<file path="src/rtl/icc_pkg.sv">
package icc_pkg;
  typedef enum logic [3:0] {
    S_FADDR, S_FRD, S_FIR, S_DEC, S_IRD, S_IMV, S_ORD,
    S_ALU, S_SPREP, S_SWR, S_CHK, S_ISAVE, S_IWR
  } state_t;

  localparam logic [3:0] OP_NOP   = 4'd0;
  localparam logic [3:0] OP_LOAD  = 4'd1;
  localparam logic [3:0] OP_ADD   = 4'd2;
  localparam logic [3:0] OP_STORE = 4'd3;
  localparam logic [3:0] OP_JMP   = 4'd4;
  localparam logic [3:0] OP_EI    = 4'd5;

  function automatic logic is_rd_state(state_t s);
    return (s == S_FRD) || (s == S_IRD) || (s == S_ORD);
  endfunction

  function automatic logic is_wr_state(state_t s);
    return (s == S_SWR) || (s == S_IWR);
  endfunction

  function automatic logic uses_operand(logic [3:0] op);
    return (op == OP_LOAD) || (op == OP_ADD) || (op == OP_STORE);
  endfunction
endpackage

</file>
<file path="src/rtl/icc_seq.sv">
module icc_seq
  import icc_pkg::*;
(
  input  logic       clk,
  input  logic       rst,
  input  logic       mem_rdy,
  input  logic       irq,
  input  logic       ie,
  input  logic [3:0] op,
  input  logic       ind,
  output state_t     st,
  output logic       mem_rd,
  output logic       mem_wr
);
  state_t nxt;

  always_comb begin
    nxt = st;
    case (st)
      S_FADDR: nxt = S_FRD;
      S_FRD:   nxt = mem_rdy ? S_FIR : S_FRD;
      S_FIR:   nxt = S_DEC;
      S_DEC: begin
        if (uses_operand(op)) begin
          if (ind)                  nxt = S_IRD;
          else if (op == OP_STORE)  nxt = S_SPREP;
          else                      nxt = S_ORD;
        end else if (op == OP_JMP && ind) begin
          nxt = S_IRD;
        end else begin
          nxt = S_CHK;
        end
      end
      S_IRD:   nxt = mem_rdy ? S_IMV : S_IRD;
      S_IMV: begin
        if (op == OP_JMP)         nxt = S_CHK;
        else if (op == OP_STORE)  nxt = S_SPREP;
        else                      nxt = S_ORD;
      end
      S_ORD:   nxt = mem_rdy ? S_ALU : S_ORD;
      S_ALU:   nxt = S_CHK;
      S_SPREP: nxt = S_SWR;
      S_SWR:   nxt = mem_rdy ? S_CHK : S_SWR;
      S_CHK:   nxt = (irq && ie) ? S_ISAVE : S_FADDR;
      S_ISAVE: nxt = S_IWR;
      S_IWR:   nxt = mem_rdy ? S_FADDR : S_IWR;
      default: nxt = S_FADDR;
    endcase
  end

  always_ff @(posedge clk) begin
    if (rst) begin
      st     <= S_FADDR;
      mem_rd <= 1'b0;
      mem_wr <= 1'b0;
    end else begin
      st     <= nxt;
      mem_rd <= is_rd_state(nxt);
      mem_wr <= is_wr_state(nxt);
    end
  end
endmodule

</file>
<file path="src/rtl/icc_alu.sv">
module icc_alu
  import icc_pkg::*;
#(
  parameter int DW = 16
) (
  input  logic [3:0]    op,
  input  logic [DW-1:0] acc,
  input  logic [DW-1:0] opnd,
  output logic [DW-1:0] y
);
  always_comb begin
    if (op == OP_ADD) y = acc + opnd;
    else              y = opnd;
  end
endmodule

</file>
<file path="src/rtl/icc_regs.sv">
module icc_regs
  import icc_pkg::*;
#(
  parameter int DW = 16,
  parameter int AW = 11
) (
  input  logic          clk,
  input  logic          rst,
  input  state_t        st,
  input  logic          mem_rdy,
  input  logic [DW-1:0] mem_rdata,
  input  logic [AW-1:0] irq_vec,
  input  logic [DW-1:0] alu_y,
  input  logic [3:0]    op,
  input  logic          ind,
  output logic [AW-1:0] pc,
  output logic [AW-1:0] mar,
  output logic [DW-1:0] mbr,
  output logic [DW-1:0] ir,
  output logic [DW-1:0] acc,
  output logic [AW-1:0] sp,
  output logic          ie
);
  localparam logic [AW-1:0] SP_TOP = {AW{1'b1}};

  always_ff @(posedge clk) begin
    if (rst) begin
      pc  <= '0;
      mar <= '0;
      mbr <= '0;
      ir  <= '0;
      acc <= '0;
      sp  <= SP_TOP;
      ie  <= 1'b0;
    end else begin
      case (st)
        S_FADDR: mar <= pc;
        S_FRD: if (mem_rdy) begin
          mbr <= mem_rdata;
          pc  <= pc + 1'b1;
        end
        S_FIR: ir <= mbr;
        S_DEC: begin
          mar <= ir[AW-1:0];
          if (op == OP_JMP && !ind) pc <= ir[AW-1:0];
          if (op == OP_EI)          ie <= 1'b1;
        end
        S_IRD: if (mem_rdy) mbr <= mem_rdata;
        S_IMV: begin
          mar <= mbr[AW-1:0];
          if (op == OP_JMP) pc <= mbr[AW-1:0];
        end
        S_ORD: if (mem_rdy) mbr <= mem_rdata;
        S_ALU:   acc <= alu_y;
        S_SPREP: mbr <= acc;
        S_ISAVE: begin
          mbr <= DW'(pc);
          mar <= sp;
        end
        S_IWR: if (mem_rdy) begin
          sp <= sp - 1'b1;
          pc <= irq_vec;
          ie <= 1'b0;
        end
        default: ;
      endcase
    end
  end
endmodule

</file>
<file path="src/rtl/instr_cycle_ctrl.sv">
module instr_cycle_ctrl
  import icc_pkg::*;
#(
  parameter int DW = 16,
  localparam int AW = DW - 5
) (
  input  logic          clk,
  input  logic          rst,
  output logic [AW-1:0] mem_addr,
  output logic [DW-1:0] mem_wdata,
  input  logic [DW-1:0] mem_rdata,
  output logic          mem_rd,
  output logic          mem_wr,
  input  logic          mem_rdy,
  input  logic          irq,
  input  logic [AW-1:0] irq_vec,
  output logic [AW-1:0] pc_o,
  output logic [DW-1:0] acc_o,
  output logic [AW-1:0] sp_o,
  output logic          ie_o
);
  state_t        st;
  logic [DW-1:0] ir, mbr, acc, alu_y;
  logic [AW-1:0] mar, pc, sp;
  logic          ie;
  logic [3:0]    op;
  logic          ind;

  assign op  = ir[DW-1 -: 4];
  assign ind = ir[DW-5];

  icc_seq u_seq (
    .clk(clk), .rst(rst), .mem_rdy(mem_rdy), .irq(irq), .ie(ie),
    .op(op), .ind(ind), .st(st), .mem_rd(mem_rd), .mem_wr(mem_wr)
  );

  icc_alu #(.DW(DW)) u_alu (
    .op(op), .acc(acc), .opnd(mbr), .y(alu_y)
  );

  icc_regs #(.DW(DW), .AW(AW)) u_regs (
    .clk(clk), .rst(rst), .st(st), .mem_rdy(mem_rdy),
    .mem_rdata(mem_rdata), .irq_vec(irq_vec), .alu_y(alu_y),
    .op(op), .ind(ind), .pc(pc), .mar(mar), .mbr(mbr), .ir(ir),
    .acc(acc), .sp(sp), .ie(ie)
  );

  assign mem_addr  = mar;
  assign mem_wdata = mbr;
  assign pc_o      = pc;
  assign acc_o     = acc;
  assign sp_o      = sp;
  assign ie_o      = ie;
endmodule

</file>
<file path="config.mk">
export PLATFORM = sky130hd
export DESIGN_NAME = instr_cycle_ctrl
export DESIGN_NICKNAME = d
export VERILOG_FILES = /design/src/rtl/icc_pkg.sv /design/src/rtl/icc_seq.sv /design/src/rtl/icc_alu.sv /design/src/rtl/icc_regs.sv /design/src/rtl/instr_cycle_ctrl.sv
export SDC_FILE = /design/constraint.sdc
export NUM_CORES = 1
export LEC_CHECK = 0
export ABC_AREA = 1
export ABC_CLOCK_PERIOD_IN_PS = 4510
export BUFFER_PORTS_ARGS = -buffer_cell sky130_fd_sc_hd__buf_2
export CORE_MARGIN = 1.5
export CORE_UTILIZATION = 45
export DETAILED_ROUTE_END_ITERATION = 7
export GPL_ROUTABILITY_DRIVEN = 1
export GPL_TIMING_DRIVEN = 0
export PLACE_DENSITY_LB_ADDON = 0.15
export RECOVER_POWER = 50
export SETUP_SLACK_MARGIN = 0.15
export SLEW_MARGIN = 20
export SYNTH_ARGS = -nofsm -noshare
export SYNTH_HDL_FRONTEND = slang
export SYNTH_SLANG_ARGS = --single-unit
</file>
<file path="constraint.sdc">
create_clock -name clk -period 4.51 [get_ports clk]
set_clock_uncertainty 0.15 [all_clocks]
set_input_delay 0.451 -clock clk [delete_from_list [all_inputs] [get_ports clk]]
set_output_delay 0.451 -clock clk [all_outputs]
set_load 0.05 [all_outputs]
</file>
# Word-level counts from Yosys, hierarchy flattened
# Index checks and enable logic that the tools add are counted.
# totals
regBits	88
in_bits	31
output_inout_bits	68
word_cells	84
# classes
add_sub_neg	3
n_eq_ne	28
mux	24
n_reduce_logical	19
# ops
op	n
11-bit one-hot mux with 4 select lines	2
4-bit one-hot mux with 13 select lines	1
16-bit one-hot mux with 3 select lines	1
11-bit two-way mux	4
4-bit by 3-bit == test with 1-bit output (second input constant)	8
16-bit two-way mux	2
4-bit == test (second input constant)	7
4-bit two-way mux	7
16-bit adder	1
4-bit by 2-bit == test with 1-bit output (second input constant)	4
4-bit by 1-bit == test with 1-bit output (second input constant)	3
11-bit by 1-bit adder with 11-bit output (second input constant)	1
11-bit by 1-bit subtractor with 11-bit output (second input constant)	1
2-bit by 1-bit inequality test with 1-bit output (second input constant)	4
4-bit nonzero test	2
1-bit logical OR	5
5-bit AND reduction	1
4-bit zero test	1
1-bit two-way mux	4
2-bit two-way mux	2
2-bit inequality test (second input constant)	2
2-bit AND reduction	2
1-bit logical AND	3
3-bit AND reduction	1
other kinds (5)	5

# Logic depth before layout (Yosys ltp)
# Gate-level depths: netlist of run 1.
# depth
depth_word	8
mapped_depth	13
depth_no_buf	13

# Hierarchy
# Synthesis of run 1 repeated with hierarchy kept, for this count alone.
# unflattened
cells_unflattened	992
hier_area_um2	5888.1
# by_module_without_submodules
module	instances	cells_per_inst	area_per_inst_um2	seq_area_each_um2
icc_regs	1	659	4217.8	1641.6
icc_alu	1	220	1103.6	0.0
icc_seq	1	113	566.8	120.1

# Worst setup path before layout of run 1
# OpenSTA, ideal clock, no wires.
# synth_timing
path_type	register to register
startpoint	register u_regs.mbr[0]
endpoint	register u_regs.acc[10]
setup_time_ps	132
arrival_time_ps	1938
t_required_ps	4228
slack_ps	2290
path_stages_with_launch	12
n_path_buf	0
synth_period_minus_slack_ps	2220
path_cell_list	dfxtp_1 ha_1 inv_1 fa_1 inv_1 nand4_1 nand2_1 nand2_1 nand3_1 nand3_1 nand2_1 a21oi_1
# synth_between
elab_chain_len	2
# synth_lines
element	line_no	rtl
start, declared	icc_regs.sv:18	output logic [DW-1:0] mbr,
start signal, assigned	icc_regs.sv:39	mbr <= mem_rdata;
start signal, assigned	icc_regs.sv:48	S_IRD: if (mem_rdy) mbr <= mem_rdata;
start signal, assigned	icc_regs.sv:53	S_ORD: if (mem_rdy) mbr <= mem_rdata;
16-bit adder	icc_alu.sv:12	if (op == OP_ADD) y = acc + opnd;
16-bit two-way mux	icc_alu.sv:12	
end signal, assigned	icc_regs.sv:54	S_ALU: acc <= alu_y;
end, declared	icc_regs.sv:20	output logic [DW-1:0] acc,
# Every way passes these cells.
# A chain may end at the register's enable or synchronous reset.

# Worst setup path after layout of run 1
# layout_timing
startpoint	register u_seq.st[2]
endpoint	register u_regs.pc[4]
# layout_between
elab_chain_len	3
elab_cells_between_ends	11
classes_between	eq/ne (8); mux (1); reduce/logical (2)
# layout_lines
element	line_no	rtl
start, declared	icc_seq.sv:11	output state_t st,
start signal, assigned	icc_seq.sv:57	st <= nxt;
4-bit by 3-bit == test with 1-bit output (tied with other cells)	icc_regs.sv:36	case (st)
2-bit by 1-bit inequality test with 1-bit output (no source line) (tied with other cells)	--	
5-bit AND reduction (no source line)	--	
end signal, assigned	icc_regs.sv:40	pc <= pc + 1'b1;
end signal, assigned	icc_regs.sv:45	if (op == OP_JMP && !ind) pc <= ir[AW-1:0];
end signal, assigned	icc_regs.sv:51	if (op == OP_JMP) pc <= mbr[AW-1:0];
end, declared	icc_regs.sv:16	output logic [AW-1:0] pc,
# Parallel ways exist; a longest one is shown, timed or not.

==> flow_summary.json, run 1 <==
{
  "internal_power_w": 0.00147,
  "cts_inserted_buffers": 9,
  "start_kind": "register",
  "cts_resized": 0,
  "leakage_nw": 2.65,
  "port_buffers": 97,
  "initial_core_util": 0.465,
  "p_comb_frac": 0.336,
  "cp.required_ps": 4630,
  "floorplan.rows": 39,
  "synth-main-ff-cell": "dfxtp_1",
  "r2r_setup_slack_ps": 1970,
  "p_sw_frac": 0.416,
  "timing.rr.start": "u_seq.st[2]",
  "grt_overflow": 0,
  "drive_above_1_share": 0.0831,
  "crit_start": "u_seq.st[2]",
  "yosys.cell_types.count": 46,
  "post_drt_wl_per_cell_um": 16.3,
  "die_w_um": 112,
  "core_sq_um": 11500,
  "fin_crit_sh": 0.564,
  "worstSetupPathType": "register to register",
  "syn_inst": 814,
  "hold-path-endpoint": "u_regs.mbr[12]",
  "power_density_nw_per_um2": 407,
  "cp_max_fo": 10,
  "cts_hold_buf": 0,
  "chipHeight_um": 112,
  "synthArstFlopShare": 0,
  "grt_max_degree": 14,
  "yosys_warnings": 0,
  "synthTopCellsByArea": "dfxtp_1, nand2_1, a21oi_1, o21ai_0, inv_1",
  "root_buffer": "clkbuf_16",
  "dpl.hpwl_um": 13600,
  "initialDrtViolationCount": 498,
  "nets": 971,
  "dieArea_sq_um": 12600,
  "clock_sinks": 88,
  "clock_path_buffers": 2,
  "worstHoldPathType": "primary input to register",
  "setup.worst_path.end_class": "register",
  "reg2regPathDepth": 10,
  "status": "complete, no violations",
  "grt_pass1_vias": 5493,
  "vias": 5867,
  "routed_wl_um": 17500,
  "placed_area_sq_um": 6020,
  "slew_headroom": 0.496,
  "synth_area_per_cell_sq_um": 6.57,
  "slew_viol_final": 0,
  "clk_pin_slew_ps": 60,
  "clkPwrFrac": 0.276,
  "diodes": 0,
  "via_per_inst": 5.48,
  "first_pass_iters": 6,
  "tritoncts": "done",
  "hold_violations": 0,
  "drc_errors": 0,
  "track_usage": 0.283,
  "clk-insertion-delay-late_ps": 340,
  "syn_nets": 863,
  "yosysTopAreaCell": "dfxtp_1",
  "setup_viol": 0,
  "stdcell_area_sq_um": 6170,
  "fin_util": 0.536,
  "timing.rr.end": "u_regs.pc[4]",
  "postCtsSetupBuffers": 0,
  "synth_seq_cells": 88,
  "period_minus_slack_ps": 2540,
  "grt_pass1_wl_um": 28100,
  "vdd_drop_max_uv": 239,
  "tns_ps": 0,
  "gp_congestion": 0.906,
  "power.switching_w": 0.00104,
  "cap_violations": 0,
  "holdCritStartpoint": "mem_rdata[12]",
  "area_delta_synth_final_pct": 15.4,
  "synth.top_cell.area_share": 0.329,
  "fmax_ghz": 0.393,
  "netlist_area_sq_um": 5350,
  "rsz0062_at_grt": "false",
  "io_pins": 99,
  "worstHoldPathCells": 3,
  "ant_nets": 0,
  "cts_max_level": 3,
  "power_w": 0.00251,
  "p_seq_frac": 0.388,
  "seq_area_frac_synth": 0.329,
  "arrival_ps": 2660,
  "tightest_slew_ps": 752,
  "synth-edff-count": 0,
  "antenna_found_initial": 0
}
[synthesized netlist by cell type (2+ instances only)]
library cell / count
a31oi_1: 6
nand4_1: 7
a41oi_1: 5
buf_1: 2
a21oi_1: 101
nand2_1: 185
nor2_4: 4
buf_6: 2
a221oi_1: 10
o21ai_2: 2
o21ai_0: 80
clkbuf_1: 21
nor2_1: 68
nor2_2: 3
xor2_1: 7
nand2_4: 3
nand3_1: 52
xnor2_1: 4
dfxtp_1: 88
or2_2: 3
inv_2: 2
o21ai_1: 4
nor3_1: 10
o211ai_1: 2
nand2_2: 6
ha_1: 17
inv_1: 93
buf_2: 5
o22ai_1: 5
[per-layer routing]
| layer | up-vias | global-route usage | share of wire |
|---|---|---|---|
| li1 | 2922 | - | - |
| met1 | 2678 | 0.388 | 0.46 |
| met2 | 241 | 0.449 | 0.44 |
| met3 | 26 | 0.0599 | 0.080 |
| met4 | 0 | 0.0911 | 0.020 |
| met5 | - | 0 | 0 |
[worst max-delay path by stage]
stage	depth (start not counted)	to
after global placement	6	u_regs.ir[12]
final	10	u_regs.pc[4]
after detailed placement	6	u_regs.ir[12]
after global routing	10	u_regs.pc[4]
after floorplan	11	u_regs.acc[10]
after CTS	6	u_regs.ir[12]
[cell families after synthesis]
logic type,Yosys count,share of synthesized area
simple gates,348,0.287
compound gates,221,0.227
buf+inv,128,0.0954
flops,88,0.329
fa+ha+maj,18,0.0435
xor+xnor,11,0.0180
[through the flow]
| step | setup WS (ps) | std cells | hold slack, ps |
|---|---|---|---|
| global route | 1730 | 1070 | 236 |
| CTS | 2230 | 1070 | 217 |
| global placement | 1930 | 1054 | 285 |
| floorplan | 2290 | 814 | 275 |
| finish | 1970 | 1070 | 228 |
| detailed placement | 1880 | 1054 | 287 |
[registers in the layout, summed over array words and instances (netlist names)]
name,flops
u_regs.pc,11
u_regs.mbr,16
u_regs.ie,1
u_regs.ir,16
u_seq.mem_wr,1
u_regs.acc,16
u_regs.mar,11
u_seq.st,4
u_seq.mem_rd,1
u_regs.sp,11
[power by group through the flow]
stage,sequential [W],combinational [W],clock [W]
2_1_floorplan,0.00120,0.000407,0
3_3_place_gp,0.000988,0.000849,0
3_5_place_dp,0.000987,0.000854,0
4_1_cts,0.000970,0.000857,0.000695
5_1_grt,0.000985,0.000917,0.000728
6_report,0.000975,0.000843,0.000693
[critical path: stages (launching register included)]
cell and delay [ps]:
dfxtp_1 410, nor2_1 490, nand2_1 350, nand2_2 190, nor2_4 80, nand2_2 90
nand2_2 70, nor3_4 260, buf_6 200, nand2_1 60, a21oi_1 120
[area by class of cell]
class / instances / area (sq um)
Buffer: 31 / 138
Timing Repair Buffer: 97 / 400
Multi-Input combinational cell: 598 / 3060
Inverter: 97 / 372
Fill cell: 1253 / 5340
Clock inverter: 4 / 20.0
Sequential cell: 88 / 1760
Clock buffer: 12 / 246
Tap cell: 143 / 179
[cell usage in the layout, fill, tap and decap left out, types with 3 or more instances in the layout]
master	netlist	layout
nand3_1	52	52
clkbuf_16	0	9
clkbuf_1	21	92
nor3_1	10	10
a221oi_1	10	10
buf_2	5	33
clkinv_2	0	4
nor2_1	68	71
ha_1	17	17
xor2_1	7	7
o21ai_1	4	4
a41oi_1	5	5
dfxtp_1	88	88
o22ai_1	5	5
nand4_1	7	7
o21ai_0	80	80
a31oi_1	6	6
nand2_1	185	187
xnor2_1	4	4
inv_1	93	93
nor2_4	4	3
nand2_2	6	5
or2_2	3	3
a21oi_1	101	101
Power figures use the tool's default switching activity.
==> run 2: changes to the inputs <==
--- a/config.mk
+++ b/config.mk
@@ -6,7 +6,7 @@
 export NUM_CORES = 1
 export LEC_CHECK = 0
 export ABC_AREA = 1
-export ABC_CLOCK_PERIOD_IN_PS = 4510
+export ABC_CLOCK_PERIOD_IN_PS = 2190
 export BUFFER_PORTS_ARGS = -buffer_cell sky130_fd_sc_hd__buf_2
 export CORE_MARGIN = 1.5
 export CORE_UTILIZATION = 45
==> constraint.sdc (replaced) <==
create_clock -name clk -period 2.19 [get_ports clk]
set_clock_uncertainty 0.15 [all_clocks]
set_input_delay 0.219 -clock clk [delete_from_list [all_inputs] [get_ports clk]]
set_output_delay 0.219 -clock clk [all_outputs]
set_load 0.05 [all_outputs]
==> run 2 against run 1 <==
  * Sequential power rose by 110%
  * Utilization up 3.8 points
  * Count of clock-buffer cells in the layout is the same
  * Global-route usage down 0.13 points
  * Fmax rose by 28%
  * Via count up 2.5%
  * Critical path type unchanged
  * Largest cell class unchanged
  * Largest power group unchanged
==> flow_summary.json, run 2 (synthesis gave the netlist of run 1 again) <==
{
  "nets": 989,
  "register_area_sq_um": 1810,
  "power_density_nw_per_um2": 802,
  "dp_slack_ps": -130,
  "clock_sinks": 88,
  "cts_inserted_buffers": 9,
  "floorplan.rows": 39,
  "initialDrtViolationCount": 431,
  "rsz0062_at_grt": "true",
  "setup_viol": 0,
  "final_common_cell": "nand2_1",
  "tritoncts": "done",
  "track_usage": 0.282,
  "status": "complete, no violations",
  "cap_violations": 0,
  "core_sq_um": 11500,
  "port_buffers": 97,
  "vdd_drop_max_uv": 698,
  "worstHoldPathType": "primary input to register",
  "routed_wl_um": 17900,
  "drive_above_1_share": 0.165,
  "chipHeight_um": 112,
  "top_regs": "u_regs.acc: 16 flops, u_regs.ir: 16 flops, u_regs.mbr: 16 flops",
  "antenna_found_initial": 0,
  "dpl.hpwl_um": 13600,
  "area_delta_synth_final_pct": 23.5,
  "layout_common_cells": "nand2_1, a21oi_1, inv_1",
  "fillers": 1207,
  "vias": 6015,
  "initial_core_util": 0.465,
  "via_per_inst": 5.53,
  "leakage_nw": 2.76,
  "setup_slack_ps": 209,
  "grt_pass1_wl_um": 28000,
  "grt_max_degree": 14,
  "slew_headroom": 0.484,
  "drc_errors": 0,
  "first_pass_iters": 5,
  "multi_input_comb_area_sq_um": 3280,
  "hold_violations": 0,
  "gp_congestion": 0.933,
  "root_buffer": "clkbuf_16",
  "diodes": 0,
  "cts_max_level": 3,
  "grt_pass1_vias": 5436,
  "fmax_ghz": 0.505,
  "cp.required_ps": 2260,
  "tightest_slew_ps": 775,
  "start_kind": "register",
  "arrival_ps": 2050,
  "cp_max_fo": 9,
  "clk_pin_slew_ps": 60,
  "dieArea_sq_um": 12600,
  "fin_crit_sh": 0.905,
  "post_drt_wl_per_cell_um": 16.4,
  "setup.worst_path.end_class": "register",
  "period_minus_slack_ps": 1980,
  "die_w_um": 112,
  "io_pins": 99,
  "slew_viol_final": 0,
  "clk-insertion-delay-late_ps": 340,
  "tns_ps": 0,
  "worstSetupPathType": "register to register",
  "ant_nets": 0,
  "grt_overflow": 0,
  "clock_path_buffers": 2
}
==> run 2: stage by stage <==
| stage | hold WS (ps) | area, sq um | instances | total power (W) | utilization |
|---|---|---|---|---|---|
| after floorplan | 213 | 5370 | 814 | 0.00332 | - |
| after global placement | 285 | 6030 | 1054 | 0.00379 | 0.524 |
| after detailed placement | 288 | 6030 | 1054 | 0.00379 | 0.524 |
| after CTS | 0.708 | 6370 | 1075 | 0.00521 | 0.553 |
| after global routing | 14.8 | 6610 | 1088 | 0.00556 | 0.574 |
| final | 0.762 | 6610 | 1088 | 0.00530 | 0.574 |
==> run 2: area by class of cell <==
type | count | share of cell area
clock buffer | 12 | 0.0373
sequential | 88 | 0.275
tap | 143 | 0.0271
timing repair buffer | 115 | 0.0825
buffer | 31 | 0.0222
multi-input combinational | 598 | 0.497
inverter | 97 | 0.0566
clock inverter | 4 | 0.00303
==> run 2: power breakdown <==
group          internal, W  switching [W]
registers          0.00181       0.000232
clock network     0.000792       0.000617
logic             0.000520        0.00133
==> run 2: worst paths after layout <==
| check | startpoint | slack, ps | cells past startpoint | to |
|---|---|---|---|---|
| min | mem_rdata[9] | 0.8 | 3 | u_regs.mbr[9] |
| max reg2reg | u_seq.st[3] | 210 | 8 | u_regs.mar[1] |
| max | u_seq.st[3] | 210 | 8 | u_regs.mar[1] |
| min reg2reg | u_regs.ir[6] | 300 | 2 | u_regs.ir[6] |
==> run 2: critical path, stage by stage (launching register included) <==
cell	delay (ps)
dfxtp_2	390
inv_1	110
nor2_4	230
nand2_4	180
inv_6	150
nor2_8	50
buf_4	170
a221oi_1	310
a21oi_1	110
==> run 2: metal layers <==
layer | part of all wire | track usage | wire, um
met1 | 0.46 | 0.384 | 8150
met2 | 0.45 | 0.447 | 7990
met3 | 0.076 | 0.0637 | 1370
met4 | 0.021 | 0.0886 | 381
met5 | 0 | 0 | 0
==> run 2: what timing repair did <==
item / CTS / global route
endpoints found under the setup margin: 46 / 55
hold buffers: 4 / 0
endpoints found under the hold margin: 4 / 0
resized for setup: 8 / 57
pin swaps: 1 / 13
buffers inserted: 1 / 13
cloned: 0 / 0
==> run 3: changes to the inputs <==
--- a/config.mk
+++ b/config.mk
@@ -15,7 +15,7 @@
 export GPL_TIMING_DRIVEN = 0
 export PLACE_DENSITY_LB_ADDON = 0.15
 export RECOVER_POWER = 50
-export SETUP_SLACK_MARGIN = 0.15
+export SETUP_SLACK_MARGIN = 0.4
 export SLEW_MARGIN = 20
 export SYNTH_ARGS = -nofsm -noshare
 export SYNTH_HDL_FRONTEND = slang
==> run 3 against run 2 <==
  * The flow now finishes with violations (design-rule violations)
  * Sequential share of layout area is 2.7 points lower
  * Critical path depth increased by 3
  * Cell count increased by 5.0%
  * Count of clock-buffer cells in the layout grew 2
  * Sequential power barely moved
  * Power rose by 14%
  * First-iteration DRC count increased by 41%
  * Die area did not move
  * Global-route usage increased by 1.9 points
  * Utilization up 8.9 points
  * Final area increased by 16%
  * Highest routed layer unchanged
==> flow_summary.json, run 3 (synthesis gave the netlist of run 1 again) <==
{
  "multi_input_comb_area_sq_um": 3670,
  "slew_viol_final": 0,
  "cap_violations": 0,
  "core_sq_um": 11500,
  "port_buffers": 97,
  "io_pins": 99,
  "tightest_slew_ps": 776,
  "fillers": 1047,
  "tritoncts": "done",
  "slew_headroom": 0.483,
  "die_w_um": 112,
  "dp_slack_ps": -219,
  "setup_viol": 0,
  "final_common_cell": "nand2_1",
  "clkPwrFrac": 0.292,
  "clk_pin_slew_ps": 60,
  "layout_common_cells": "nand2_1, a21oi_1, clkbuf_1",
  "period_minus_slack_ps": 1990,
  "diodes": 0,
  "violations": "design-rule violations",
  "rsz0062_at_grt": "true",
  "setup_slack_ps": 204,
  "grt_pass1_vias": 5662,
  "vias": 6486,
  "area_delta_synth_final_pct": 42.6,
  "chipHeight_um": 112,
  "power.switching_w": 0.00239,
  "grt_max_degree": 15,
  "worstSetupPathType": "register to register",
  "cp.required_ps": 2320,
  "hold_violations": 0,
  "status": "finished with violations",
  "antenna_found_initial": 0,
  "dieArea_sq_um": 12600,
  "grt_pass1_wl_um": 29700,
  "internal_power_w": 0.00368,
  "p_comb_frac": 0.373,
  "worstHoldPathType": "primary input to register",
  "fmax_ghz": 0.504,
  "drive_above_1_share": 0.324,
  "clock_sinks": 88,
  "register_area_sq_um": 1890,
  "floorplan.rows": 39,
  "clock_path_buffers": 2,
  "arrival_ps": 2120,
  "start_kind": "register",
  "cts_inserted_buffers": 9,
  "clk-insertion-delay-late_ps": 350,
  "grt_overflow": 0,
  "dpl.hpwl_um": 13700,
  "ant_nets": 0,
  "leakage_nw": 3.15,
  "initial_core_util": 0.465,
  "fin_crit_sh": 0.907,
  "track_usage": 0.300,
  "p_sw_frac": 0.394,
  "drc_errors": 6,
  "top_regs": "u_regs.acc: 16 flops, u_regs.ir: 16 flops, u_regs.mbr: 16 flops",
  "initialDrtViolationCount": 606,
  "post_drt_wl_per_cell_um": 17.4,
  "cts_max_level": 3,
  "first_pass_iters": 8,
  "root_buffer": "clkbuf_16",
  "via_per_inst": 5.68,
  "nets": 1043,
  "setup.worst_path.end_class": "register",
  "hold_ws_ps": 2.00,
  "vdd_drop_max_uv": 608,
  "p_seq_frac": 0.335,
  "routed_wl_um": 19900,
  "cp_max_fo": 7,
  "gp_congestion": 0.922,
  "power_density_nw_per_um2": 795
}
run 3: routing by layer:
layer  GRT usage  routed length [um]  vias up
li1            -                   -     3078
met1       0.420                8710     3058
met2       0.463                9120      310
met3      0.0643                1570       40
met4      0.0987                 496        0
met5           0                   0        -
run 3: per-stage QoR:
step | cell area [sq um] | setup TNS [ps] | util | instances | total power, W
after detailed placement | 6150 | -282 | 0.534 | 1054 | 0.00381
after floorplan | 5490 | 0 | - | 814 | 0.00333
final | 7630 | 0 | 0.663 | 1142 | 0.00607
after global routing | 7630 | 0 | 0.663 | 1142 | 0.00631
after global placement | 6150 | -251 | 0.534 | 1054 | 0.00380
after CTS | 6950 | 0 | 0.603 | 1092 | 0.00575
run 3: timing repair:
action                                  4_1_cts  5_1_grt
buffers inserted                             16       48
endpoints found under the setup margin       64       61
endpoints found under the hold margin         5        0
gates resized for setup                      65      161
hold buffers                                  5        0
pin swaps                                    13       61
gates cloned                                  1        2
run 3: cell type report:
class | count | area share
sequential | 88 | 0.248
buffer | 31 | 0.0239
timing repair inverter | 1 | 0.000983
clock buffer | 14 | 0.0372
clock inverter | 2 | 0.00787
inverter | 97 | 0.0505
timing repair buffer | 168 | 0.127
multi-input combinational | 598 | 0.481
tap | 143 | 0.0234
run 3: path summary, 6_finish.rpt:
path	startpoint	endpoint	slack, ps	depth (start not counted)
max	u_seq.st[2]	u_seq.mem_rd	200	11
min	mem_rdata[9]	u_regs.mbr[9]	2	3
max reg2reg	u_seq.st[2]	u_seq.mem_rd	200	11
min reg2reg	u_regs.ir[3]	u_regs.ir[3]	300	2
run 3: worst max-delay path, stage by stage (launching register included):
cell	delay, ps
dfxtp_4	420
buf_4	130
nand2_2	30
nor2_1	260
nand2_1	200
nand2_1	160
inv_1	60
nand3_1	100
nor2_2	60
nor2_2	110
nand2_2	80
a21oi_1	150
run 3: power by group through the flow:
stage	logic [W]	registers, W	clock network, W
3_3_place_gp	0.00176	0.00204	0
5_1_grt	0.00242	0.00205	0.00184
4_1_cts	0.00194	0.00203	0.00178
3_5_place_dp	0.00176	0.00204	0
6_report	0.00227	0.00203	0.00177
2_1_floorplan	0.000842	0.00249	0
